[src/rtl/pic_pkg.sv]
package pic_pkg;

    localparam int PIC_ADDR_W = 8;
    localparam int PIC_IDX_W  = 6;

    typedef enum logic [1:0] {
        RGN_PRIO = 2'd0,
        RGN_PEND = 2'd1,
        RGN_ENAB = 2'd2,
        RGN_CTX  = 2'd3
    } region_e;

    typedef struct packed {
        region_e                rgn;
        logic [PIC_IDX_W-1:0]   idx;
    } bus_dec_t;

    function automatic bus_dec_t decode_addr(input logic [PIC_ADDR_W-1:0] a);
        bus_dec_t d;
        d.rgn = region_e'(a[PIC_ADDR_W-1 -: 2]);
        d.idx = a[PIC_IDX_W-1:0];
        return d;
    endfunction

    function automatic int ctx_width(input int n);
        return (n > 1) ? $clog2(n) : 1;
    endfunction

endpackage

[src/rtl/pic_gateway.sv]
module pic_gateway
    import pic_pkg::*;
#(
    parameter int NUM_SRC = 8,
    parameter int NUM_CTX = 2,
    localparam int ID_W   = $clog2(NUM_SRC + 1),
    localparam int CTX_W  = ctx_width(NUM_CTX)
) (
    input  logic               clk,
    input  logic               rst,
    input  logic [NUM_SRC-1:0] src_level,
    input  logic               claim_fire,
    input  logic [ID_W-1:0]    claim_id,
    input  logic [CTX_W-1:0]   claim_ctx,
    input  logic               cmpl_fire,
    input  logic [ID_W-1:0]    cmpl_id,
    input  logic [CTX_W-1:0]   cmpl_ctx,
    output logic [NUM_SRC:0]   pending_o,
    output logic [NUM_SRC:0]   claimed_o
);

    assign pending_o[0] = 1'b0;
    assign claimed_o[0] = 1'b0;

    for (genvar s = 1; s <= NUM_SRC; s++) begin : g_src
        logic             pend_q;
        logic             clm_q;
        logic [CTX_W-1:0] own_q;
        logic             take;
        logic             done;

        assign take = claim_fire && (claim_id == ID_W'(s));
        assign done = cmpl_fire && (cmpl_id == ID_W'(s)) && clm_q && (own_q == cmpl_ctx);

        always_ff @(posedge clk) begin
            if (rst) begin
                pend_q <= 1'b0;
                clm_q  <= 1'b0;
                own_q  <= '0;
            end else if (take) begin
                pend_q <= 1'b0;
                clm_q  <= 1'b1;
                own_q  <= claim_ctx;
            end else begin
                if (done)
                    clm_q <= 1'b0;
                if (src_level[s-1] && !clm_q)
                    pend_q <= 1'b1;
            end
        end

        assign pending_o[s] = pend_q;
        assign claimed_o[s] = clm_q;
    end

endmodule

[src/rtl/pic_arbiter.sv]
module pic_arbiter #(
    parameter int NUM_SRC = 8,
    parameter int PRIO_W  = 3,
    localparam int ID_W   = $clog2(NUM_SRC + 1)
) (
    input  logic [NUM_SRC:0]             eligible,
    input  logic [NUM_SRC:0][PRIO_W-1:0] prio,
    output logic [ID_W-1:0]              best_id,
    output logic [PRIO_W-1:0]            best_prio
);

    always_comb begin
        best_id   = '0;
        best_prio = '0;
        for (int s = 1; s <= NUM_SRC; s++) begin
            if (eligible[s] && (prio[s] > best_prio)) begin
                best_prio = prio[s];
                best_id   = ID_W'(s);
            end
        end
    end

endmodule

[src/rtl/pic_top.sv]
module pic_top
    import pic_pkg::*;
#(
    parameter int NUM_SRC = 8,
    parameter int NUM_CTX = 2,
    parameter int PRIO_W  = 3,
    parameter int DATA_W  = 32,
    localparam int ID_W   = $clog2(NUM_SRC + 1),
    localparam int CTX_W  = ctx_width(NUM_CTX)
) (
    input  logic                  clk,
    input  logic                  rst,
    input  logic [NUM_SRC-1:0]    src_level,
    input  logic                  req_valid,
    output logic                  req_ready,
    input  logic                  req_write,
    input  logic [PIC_ADDR_W-1:0] req_addr,
    input  logic [DATA_W-1:0]     req_wdata,
    output logic                  rsp_valid,
    output logic [DATA_W-1:0]     rsp_rdata,
    output logic [NUM_CTX-1:0]    irq
);

    logic [NUM_SRC:0][PRIO_W-1:0]  prio_q;
    logic [NUM_CTX-1:0][NUM_SRC:0] enab_q;
    logic [NUM_CTX-1:0][PRIO_W-1:0] thr_q;
    logic [NUM_SRC:0]              pend_vec;
    logic [NUM_SRC:0]              clm_vec;
    logic [NUM_CTX-1:0][ID_W-1:0]   best_id;
    logic [NUM_CTX-1:0][PRIO_W-1:0] best_prio;

    bus_dec_t               dec;
    logic                   rd_fire, wr_fire;
    logic [PIC_IDX_W-2:0]   ctx_hi;
    logic                   ctx_ok, en_ok, src_ok;
    logic [CTX_W-1:0]       ctx_c, en_c;
    logic [ID_W-1:0]        src_i;
    logic                   claim_fire, cmpl_fire;
    logic [DATA_W-1:0]      rdata_d;

    assign req_ready = 1'b1;
    assign dec       = decode_addr(req_addr);
    assign rd_fire   = req_valid && !req_write;
    assign wr_fire   = req_valid && req_write;
    assign ctx_hi    = dec.idx[PIC_IDX_W-1:1];
    assign ctx_ok    = 32'(ctx_hi) < NUM_CTX;
    assign ctx_c     = ctx_hi[CTX_W-1:0];
    assign en_ok     = 32'(dec.idx) < NUM_CTX;
    assign en_c      = dec.idx[CTX_W-1:0];
    assign src_ok    = (dec.idx != '0) && (32'(dec.idx) <= NUM_SRC);
    assign src_i     = dec.idx[ID_W-1:0];

    assign claim_fire = rd_fire && (dec.rgn == RGN_CTX) && dec.idx[0] && ctx_ok;
    assign cmpl_fire  = wr_fire && (dec.rgn == RGN_CTX) && dec.idx[0] && ctx_ok
                        && ((req_wdata >> ID_W) == '0);

    pic_gateway #(.NUM_SRC(NUM_SRC), .NUM_CTX(NUM_CTX)) gw_i (
        .clk        (clk),
        .rst        (rst),
        .src_level  (src_level),
        .claim_fire (claim_fire),
        .claim_id   (best_id[ctx_c]),
        .claim_ctx  (ctx_c),
        .cmpl_fire  (cmpl_fire),
        .cmpl_id    (req_wdata[ID_W-1:0]),
        .cmpl_ctx   (ctx_c),
        .pending_o  (pend_vec),
        .claimed_o  (clm_vec)
    );

    for (genvar c = 0; c < NUM_CTX; c++) begin : g_ctx
        logic [NUM_SRC:0] elig;
        assign elig = pend_vec & ~clm_vec & enab_q[c];

        pic_arbiter #(.NUM_SRC(NUM_SRC), .PRIO_W(PRIO_W)) arb_i (
            .eligible  (elig),
            .prio      (prio_q),
            .best_id   (best_id[c]),
            .best_prio (best_prio[c])
        );

        assign irq[c] = best_prio[c] > thr_q[c];
    end

    always_ff @(posedge clk) begin
        if (rst) begin
            prio_q <= '0;
            enab_q <= '0;
            thr_q  <= '0;
        end else if (wr_fire) begin
            case (dec.rgn)
                RGN_PRIO: if (src_ok) prio_q[src_i] <= req_wdata[PRIO_W-1:0];
                RGN_ENAB: if (en_ok)  enab_q[en_c]  <= {req_wdata[NUM_SRC:1], 1'b0};
                RGN_CTX:  if (ctx_ok && !dec.idx[0]) thr_q[ctx_c] <= req_wdata[PRIO_W-1:0];
                default: ;
            endcase
        end
    end

    always_comb begin
        rdata_d = '0;
        case (dec.rgn)
            RGN_PRIO: if (src_ok) rdata_d = DATA_W'(prio_q[src_i]);
            RGN_PEND: rdata_d = DATA_W'(pend_vec);
            RGN_ENAB: if (en_ok) rdata_d = DATA_W'(enab_q[en_c]);
            RGN_CTX: begin
                if (ctx_ok)
                    rdata_d = dec.idx[0] ? DATA_W'(best_id[ctx_c]) : DATA_W'(thr_q[ctx_c]);
            end
            default: ;
        endcase
    end

    always_ff @(posedge clk) begin
        if (rst) begin
            rsp_valid <= 1'b0;
            rsp_rdata <= '0;
        end else begin
            rsp_valid <= rd_fire;
            if (rd_fire)
                rsp_rdata <= rdata_d;
        end
    end

endmodule

[config.mk]
export PLATFORM = sky130hd
export DESIGN_NAME = pic_top
export DESIGN_NICKNAME = d
export VERILOG_FILES = /design/src/rtl/pic_pkg.sv /design/src/rtl/pic_gateway.sv /design/src/rtl/pic_arbiter.sv /design/src/rtl/pic_top.sv
export SDC_FILE = /design/constraint.sdc
export NUM_CORES = 1
export LEC_CHECK = 0
export CAP_MARGIN = 20
export CORE_MARGIN = 3
export CORE_UTILIZATION = 48
export CTS_BUF_LIST = sky130_fd_sc_hd__clkbuf_16
export DETAILED_ROUTE_END_ITERATION = 12
export GPL_ROUTABILITY_DRIVEN = 0
export PLACE_DENSITY = 0.72
export SLEW_MARGIN = 0
export SYNTH_ARGS = -nofsm -noshare
export SYNTH_HDL_FRONTEND = slang
export SYNTH_SLANG_ARGS = --single-unit
[constraint.sdc]
create_clock -name clk -period 15.05 [get_ports clk]
set_input_delay 2.2575 -clock clk [delete_from_list [all_inputs] [get_ports clk]]
set_output_delay 2.2575 -clock clk [all_outputs]
set_load 0.05 [all_outputs]
* Yosys cells after proc, flatten, opt, wreduce, memory -nomap -nowiden *
Cells that the tools add are included.

cells by class
  mux-type cells = 70
  order comparisons = 26
  bitwise logic cells = 4
  equality and inequality tests = 27
  reduce and logical (&&, ||, !) cells = 102

operators by type and width
  operator              count
  $pmux W32 S4          1
  $mux W3               30
  $logic_and A1 B1 Y1   70
  $gt A3 B3 Y1          16
  $mux W9               4
  $eq A4 B3 Y1 const B  8
  $logic_not A32 Y1     1
  $and A9 B9 Y9         3
  $bwmux W27            1
  $mux W4               6
  $bwmux W18            1
  $mux W1               18
  $eq A4 B2 Y1 const B  4
  $reduce_bool A2 Y1    8
  $reduce_or A2 Y1      8
  $bmux W3 S4           1
  $demux W3 S4          1
  $logic_not A1 Y1      10
  $demux W9 S1          1
  $not A9 Y9            1
  $reduce_and A3 Y1     3
  $eq A1 B1 Y1          8
  $eq A4 B1 Y1 const B  2
  $eq A4 B4 Y1 const B  2
  15 further kinds      21

word-level totals
  register bits = 108

* Depth between registers and ports, before layout *
Gate-level depths: netlist of the first run.

  depth after elaboration = 31
  depth in mapped cells = 57
  gate-level depth less buffers = 56

* Modules after synthesis *
Synthesis of the first run repeated with hierarchy kept, for this count alone.

unflattened totals
  cell total of the unflattened synthesis = 804
  area total of the unflattened synthesis = 6750.2 µm²

modules (own cells, without submodules)
  module                        instances  cells each  area each (µm²)  sequential area each (µm²)
  pic_top                       1          388         3509.6           1181.1
  pic_gateway                   1          133         1208.7           480.5
  pic_arbiter (g_ctx[0].arb_i)  1          149         1026.0           0.0
  pic_arbiter (g_ctx[1].arb_i)  1          134         1006.0           0.0

* Worst setup path before layout of the first run *
Ideal clock, no wire load.

  kind = reg-to-output
  from = reg gw_i.g_src[1].clm_q
  to = out irq[1]
  setup slack = 1363 ps
  stages on the path, launching flop included = 52
  arrival time = 11430 ps
  cells stage by stage = dfxtp_1 > and2b_2 > nand3_1 > ha_1 > nand2_1 > o21ai_1 > nand2_1 > nand2_1 > o21ai_0 > ha_1 > nor2_1 > o311a_1 > o31ai_1 > a21o_1 > mux2_2 > ha_1 > nor2_1 > o21a_1 > (+16 left out) > and2_0 > nor2_1 > mux2_2 > ha_1 > inv_1 > a21o_1 > a21oi_1 > a311oi_1 > mux2_2 > ha_1 > a21o_1 > a21oi_1 > a311oi_1 > o21ai_0 > ha_1 > a21o_1 > a21oi_1 > a31oi_1

between the ends
  cells in the longest elaborated chain, start to end = 27

RTL lines
  what                            line               RTL
  from (decl)                     pic_gateway.sv:27  logic clm_q;
  from (signal assigned)          pic_gateway.sv:38  clm_q <= 1'b0;
  from (signal assigned)          pic_gateway.sv:42  clm_q <= 1'b1;
  from (signal assigned)          pic_gateway.sv:46  clm_q <= 1'b0;
  $not A9 Y9 (*)                  pic_top.sv:73      assign elig = pend_vec & ~clm_vec & enab_q[c];
  $and A9 B9 Y9 (*) (2 in a row)  pic_top.sv:73
  $logic_and A1 B1 Y1 (*)         pic_arbiter.sv:16  if (eligible[s] && (prio[s] > best_prio)) begin
  $mux W3 (*)                     pic_arbiter.sv:16
  $gt A3 B3 Y1                    pic_arbiter.sv:16
  $logic_and A1 B1 Y1             pic_arbiter.sv:16
  $mux W3 (*)                     pic_arbiter.sv:16
  $gt A3 B3 Y1                    pic_arbiter.sv:16
  (+10 left out)                  -
  $mux W3 (*)                     pic_arbiter.sv:16
  $gt A3 B3 Y1                    pic_arbiter.sv:16
  $logic_and A1 B1 Y1             pic_arbiter.sv:16
  $mux W3 (*)                     pic_arbiter.sv:16
  $gt A3 B3 Y1                    pic_arbiter.sv:16
  $logic_and A1 B1 Y1             pic_arbiter.sv:16
  $mux W3 (*)                     pic_arbiter.sv:16
  $gt A3 B3 Y1 (*)                pic_top.sv:82      assign irq[c] = best_prio[c] > thr_q[c];
  to (decl)                       pic_top.sv:21      output logic [NUM_CTX-1:0] irq

Mark *: on every way between the ends. The rest lies on a longest branch, timed or not.

* Final worst setup path of the first run *
Ends and elaborated chain as after synthesis.

==> metrics.txt, run 1 <==
Tmin final=14.28 ns; DRC viols=0; fin cells=984; Yosys warning count=0; Worst Path Required=12.79 ns; CP max-delay cell=nor4_4; FF+latch count, synth=80; slowest stage delay, CP=0.45 ns; DR vias=5969; synth unique cells=90; CTS sink cnt=80; Syn Inst Count=763; DRT Pass-1 Iters=8; Worst Setup Start Kind=flip-flop; row cnt=41; grt ovf=0; Crit path top cell by count=ha_1; DP Wirelength=14.2 mm; final period utilization=94.9%; nets=892; sequential share of the synthesized area=25.7%; most instantiated cells after synthesis=nor2_1, dfxtp_1, mux2i_1, a21oi_1, nand2_1; total routed wirelength=18.7 mm; global route hottest layer=met2; routed vias/inst=6.07; worst setup margin=0.769 ns; EDFF count, synth=0; Pleak=2.67 nW; Fin. Hold Viols=0; height of the die=120 µm; DR iter-0 viols=420; crit end category=primary output; top_reg_cell synth=dfxtp_1; Max transition margin=29.6%; clock skew=0.00551 ns; post-cts hold buffer count=0; final hold slack=0.471 ns; starting density of the core=49.3%; Fmax achieved=70.0 MHz; placed cells=968; Post-DRT Antenna Nets=0; count leader, synth=nor2_1; Worst Tran Pin Value=1.06 ns; ant diodes=0; Die X=120 µm; RSZ-0062 raised after global routing=true; number of antenna violations at the first check in global routing=0; largest net degree at the start of global routing=82; GR met3 Demand/Resource=3.68%; status=finished, final reports clean; P&R area growth vs syn=15.7%; CTS max path bufs=2; vias in the first global route=5841; final setup violation count=0; clock-pin slew on the worst setup and hold paths=0.06 ns; overall power=503 µW; Die ar.=14400 µm²; gr usage total=25.5%; final count of pins violating max slew=0; io pins=88; GRT met1 Usage=31.6%; Mapped Avg Cell Area=8.18 µm²; WP data arrival=12.02 ns; postcts setup bufs=0; Clock Latency Late Sink=0.34 ns; WL/cell=19.0 µm; first-pass GRT wire length=29.6 mm; Syn Std Cell Area=6240 µm²; htree depth=3; dpl ws=0.127 ns; met2 usage=44.7%; clk root buf=clkbuf_16; top cells by area, synth=dfxtp_1, mux2i_1, ha_1; asr flop ratio synth=0%; type of the worst setup path=flip-flop to primary output; share of layout cells above drive strength 1=9.61%; area leader, netlist=dfxtp_1; Peak VDD IR=0.0510 mV; P per Cell Area=69.6 nW/µm²; CTS tree=built; # port buffers=63; post-synth top area share=25.7%; max cap viols=0; Crit Path Max Fanout=7; core region area=12700 µm²; number of buffers created by CTS=9; HP Class=flip-flop to flip-flop
[critical path, delay by kind of cell (launching register included)]
| kind | cells | cell delay, ns |
|---|---|---|
| AOI/OAI and AO/OA | 20 | 3.46 |
| and+or+nand+nor | 16 | 3.18 |
| adders and majority gates | 9 | 2.61 |
| muxes | 4 | 1.44 |
| buffers and inverters | 4 | 0.64 |
| DFF | 1 | 0.33 |
[per-stage QoR]
stage | cell area (µm²) | TNS (ns) | util, %
2_1_floorplan | 6320 | 0 | -
3_3_place_gp | 6890 | 0 | 54.4
3_5_place_dp | 6890 | 0 | 54.4
4_1_cts | 7200 | 0 | 56.8
5_1_grt | 7220 | -0.0111 | 57.0
6_report | 7220 | 0 | 57.0
[what timing repair did]
item / in CTS / in global routing
endpoints found under the hold margin: 0 / 0
resized for setup: 1 / 7
pin swaps: 0 / 1
setup endpoints to repair: 1 / 2
[placed cells by master, fill, tap and decap left out, types with 23 or more instances in the layout]
cell and n:
a21oi_1 53, nand2_1 44, conb_1 24, mux2i_1 67
nor2_1 94, dfxtp_1 80, o21ai_0 23, clkdlybuf4s50_1 61
inv_1 38, ha_1 33
[cell type report]
cell class / count / area (µm²)
Sequential cell: 80 / 1600
Fill cell: 1168 / 5450
Multi-Input combinational cell: 608 / 4300
Clock inverter: 7 / 71.3
Inverter: 39 / 146
Timing Repair Buffer: 69 / 666
Tap cell: 172 / 215
Clock buffer: 9 / 225
[logic make-up (layout without fill, tap and decap cells)]
logic type                 after synthesis  in the layout  share of synthesized area [%]
muxes                                   83             83                           14.2
other                                    2             24                          0.120
xor gates and xnor gates                10             10                           1.40
and+or+nand+nor                        272            272                           22.3
buffers and inverters                   97            124                           7.44
DFF                                     80             80                           25.7
AOI/OAI and AO/OA                      182            182                           21.5
adders and majority gates               37             37                           7.28
[layer usage]
| metal | share of wire, % | wire length, µm |
|---|---|---|
| met5 | 0 | 0 |
| met4 | 3.5 | 660 |
| met3 | 7.2 | 1350 |
| met2 | 48 | 9030 |
| met1 | 41 | 7650 |
[state kept, by name, summed over array words and instances, names as in the netlist]
register and cells:
prio_q 24, gw_i.g_src.pend_q 8, enab_q 16, rsp_rdata 9, rsp_valid 1, thr_q 6, gw_i.g_src.own_q 8, gw_i.g_src.clm_q 8
[power by group]
part	total, mW	switching (mW)	leakage, nW	internal (mW)
sequential	0.217	0.00243	0.648	0.215
combinational	0.0651	0.0427	1.88	0.0224
clock	0.220	0.0917	0.139	0.128
[path summary, 6_finish.rpt]
check                 startpoint             endpoint  slack, ns  cells after the start
min          gw_i.g_src[6].clm_q  gw_i.g_src[6].clm_q       0.47                      2
min reg2reg  gw_i.g_src[6].clm_q  gw_i.g_src[6].clm_q       0.47                      2
max reg2reg  gw_i.g_src[1].clm_q  gw_i.g_src[5].own_q       2.76                     53
max          gw_i.g_src[1].clm_q               irq[1]       0.77                     53
Note: power is estimated with default switching activity, not from simulation.
==> inputs of run 2 (changes only) <==
==> constraint.sdc (replaced) <==
create_clock -name clk -period 17.2 [get_ports clk]
set_input_delay 2.58 -clock clk [delete_from_list [all_inputs] [get_ports clk]]
set_output_delay 2.58 -clock clk [all_outputs]
set_load 0.05 [all_outputs]
==> metrics.txt, run 2 (synthesized netlist as in run 1, its figures left out) <==
Max transition margin=32.8%; most frequent cells in the layout=nor2_1, dfxtp_1, mux2i_1; Die ar.=14400 µm²; share of layout cells above drive strength 1=9.11%; Die X=120 µm; post-cts hold buffer count=0; commonest non-fill, non-tap cell in the layout=nor2_1; htree depth=3; placed inst area=6890 µm²; postcts setup bufs=0; routed vias/inst=6.01; total routed wirelength=18.5 mm; TNS Setup=0 ns; Peak VDD IR=0.0575 mV; io pins=88; Post-Route M1 WL=7.84 mm; type of the worst setup path=flip-flop to primary output; slowest stage delay, CP=0.82 ns; Comb pwr share=12.9%; register area=1600 µm²; height of the die=120 µm; max cap viols=0; crit end category=primary output; Post-DRT Antenna Nets=0; nets=892; overall power=443 µW; largest net degree at the start of global routing=82; first-pass GRT wire length=29.4 mm; vias in the first global route=5825; DP Wirelength=14.0 mm; Worst Setup Start Kind=flip-flop; biggest regs=prio_q x24, enab_q x16, rsp_rdata x9; number of buffers created by CTS=9; CTS sink cnt=80; WL/cell=18.8 µm; Worst Path Required=14.62 ns; Int Pwr=321 µW; final instance area=7190 µm²; status=finished, final reports clean; Crit path top cell by count=ha_1; starting density of the core=49.3%; final period utilization=90.9%; NetSw=122 µW; DR vias=5912; dpl ws=1.76 ns; DR iter-0 viols=429; clk root buf=clkbuf_16; Worst Tran Pin Value=1.01 ns; area of the multi-input gates=4260 µm²; Pleak=2.67 nW; WP data arrival=13.05 ns; Fin. Hold Viols=0; core region area=12700 µm²; sw frac=27.5%; clock skew=0.00778 ns; clock network power share=44.2%; clock-pin slew on the worst setup and hold paths=0.07 ns; DRT Pass-1 Iters=6; Tmin final=15.63 ns; fillers=1144; # port buffers=63; CP max-delay cell=clkdlybuf4s50_1; number of antenna violations at the first check in global routing=0; met3 routed wirelength=1.24 mm; worst setup margin=1.57 ns; final count of pins violating max slew=0; Crit Path Max Fanout=7; gr usage total=25.5%; largest reg by FF count=prio_q; RSZ-0062 raised after global routing=false; HP Class=flip-flop to flip-flop; max FFs per register=24; ant diodes=0; Fmax achieved=64.0 MHz; grt ovf=0; Seq pwr share=42.9%; CTS max path bufs=2; met2 wire len=8.70 mm; P&R area growth vs syn=15.2%; row cnt=41; final hold slack=0.471 ns; uppermost layer routed=met4; DRC viols=0; final setup violation count=0; Clock Latency Late Sink=0.35 ns; # resized after CTS=0; P per Cell Area=61.6 nW/µm²; CTS tree=built
==> run 2: worst max-delay path, delay by kind of cell (launching register included) <==
kind	cells	cell delay [ns]
fa+ha+maj	9	2.55
simple gates	15	2.68
flops	1	0.34
compound gates	21	4.33
buf+inv	5	1.28
mux	4	1.50
==> run 2: power groups by stage <==
stage	Sequential [mW]	Combinational (mW)	Clock [mW]
2_1_floorplan	0.198	0.0331	0
3_3_place_gp	0.194	0.0557	0
3_5_place_dp	0.194	0.0560	0
4_1_cts	0.190	0.0562	0.197
5_1_grt	0.190	0.0596	0.206
6_report	0.190	0.0569	0.196
==> run 2: final cells by class <==
type	instances	share of cell area [%]
Clock buffer	9	3.13
Clock inverter	7	1.06
Inverter	39	2.04
Multi-Input combinational cell	608	59.2
Sequential cell	80	22.3
Tap cell	172	2.99
Timing Repair Buffer	69	9.29
==> run 2: metal layers <==
metal  up-vias  track usage, %
li1       2816               -
met1      2801            32.0
met2       248            43.0
met3        47            4.48
met4         0            10.7
met5         -               0
==> run 2: final timing paths <==
kind / depth (start not counted) / slack, ns / end / start
max: 54 / 1.57 / irq[1] / gw_i.g_src[1].clm_q
min: 2 / 0.47 / gw_i.g_src[5].clm_q / gw_i.g_src[5].clm_q
max reg2reg: 54 / 4.36 / gw_i.g_src[5].own_q / gw_i.g_src[1].clm_q
min reg2reg: 2 / 0.47 / gw_i.g_src[5].clm_q / gw_i.g_src[5].clm_q
==> run 2: stage by stage <==
step / std cells / util [%]
2_1_floorplan: 785 / -
3_3_place_gp: 967 / 54.3
3_5_place_dp: 967 / 54.3
4_1_cts: 983 / 56.7
5_1_grt: 984 / 56.8
6_report: 984 / 56.8
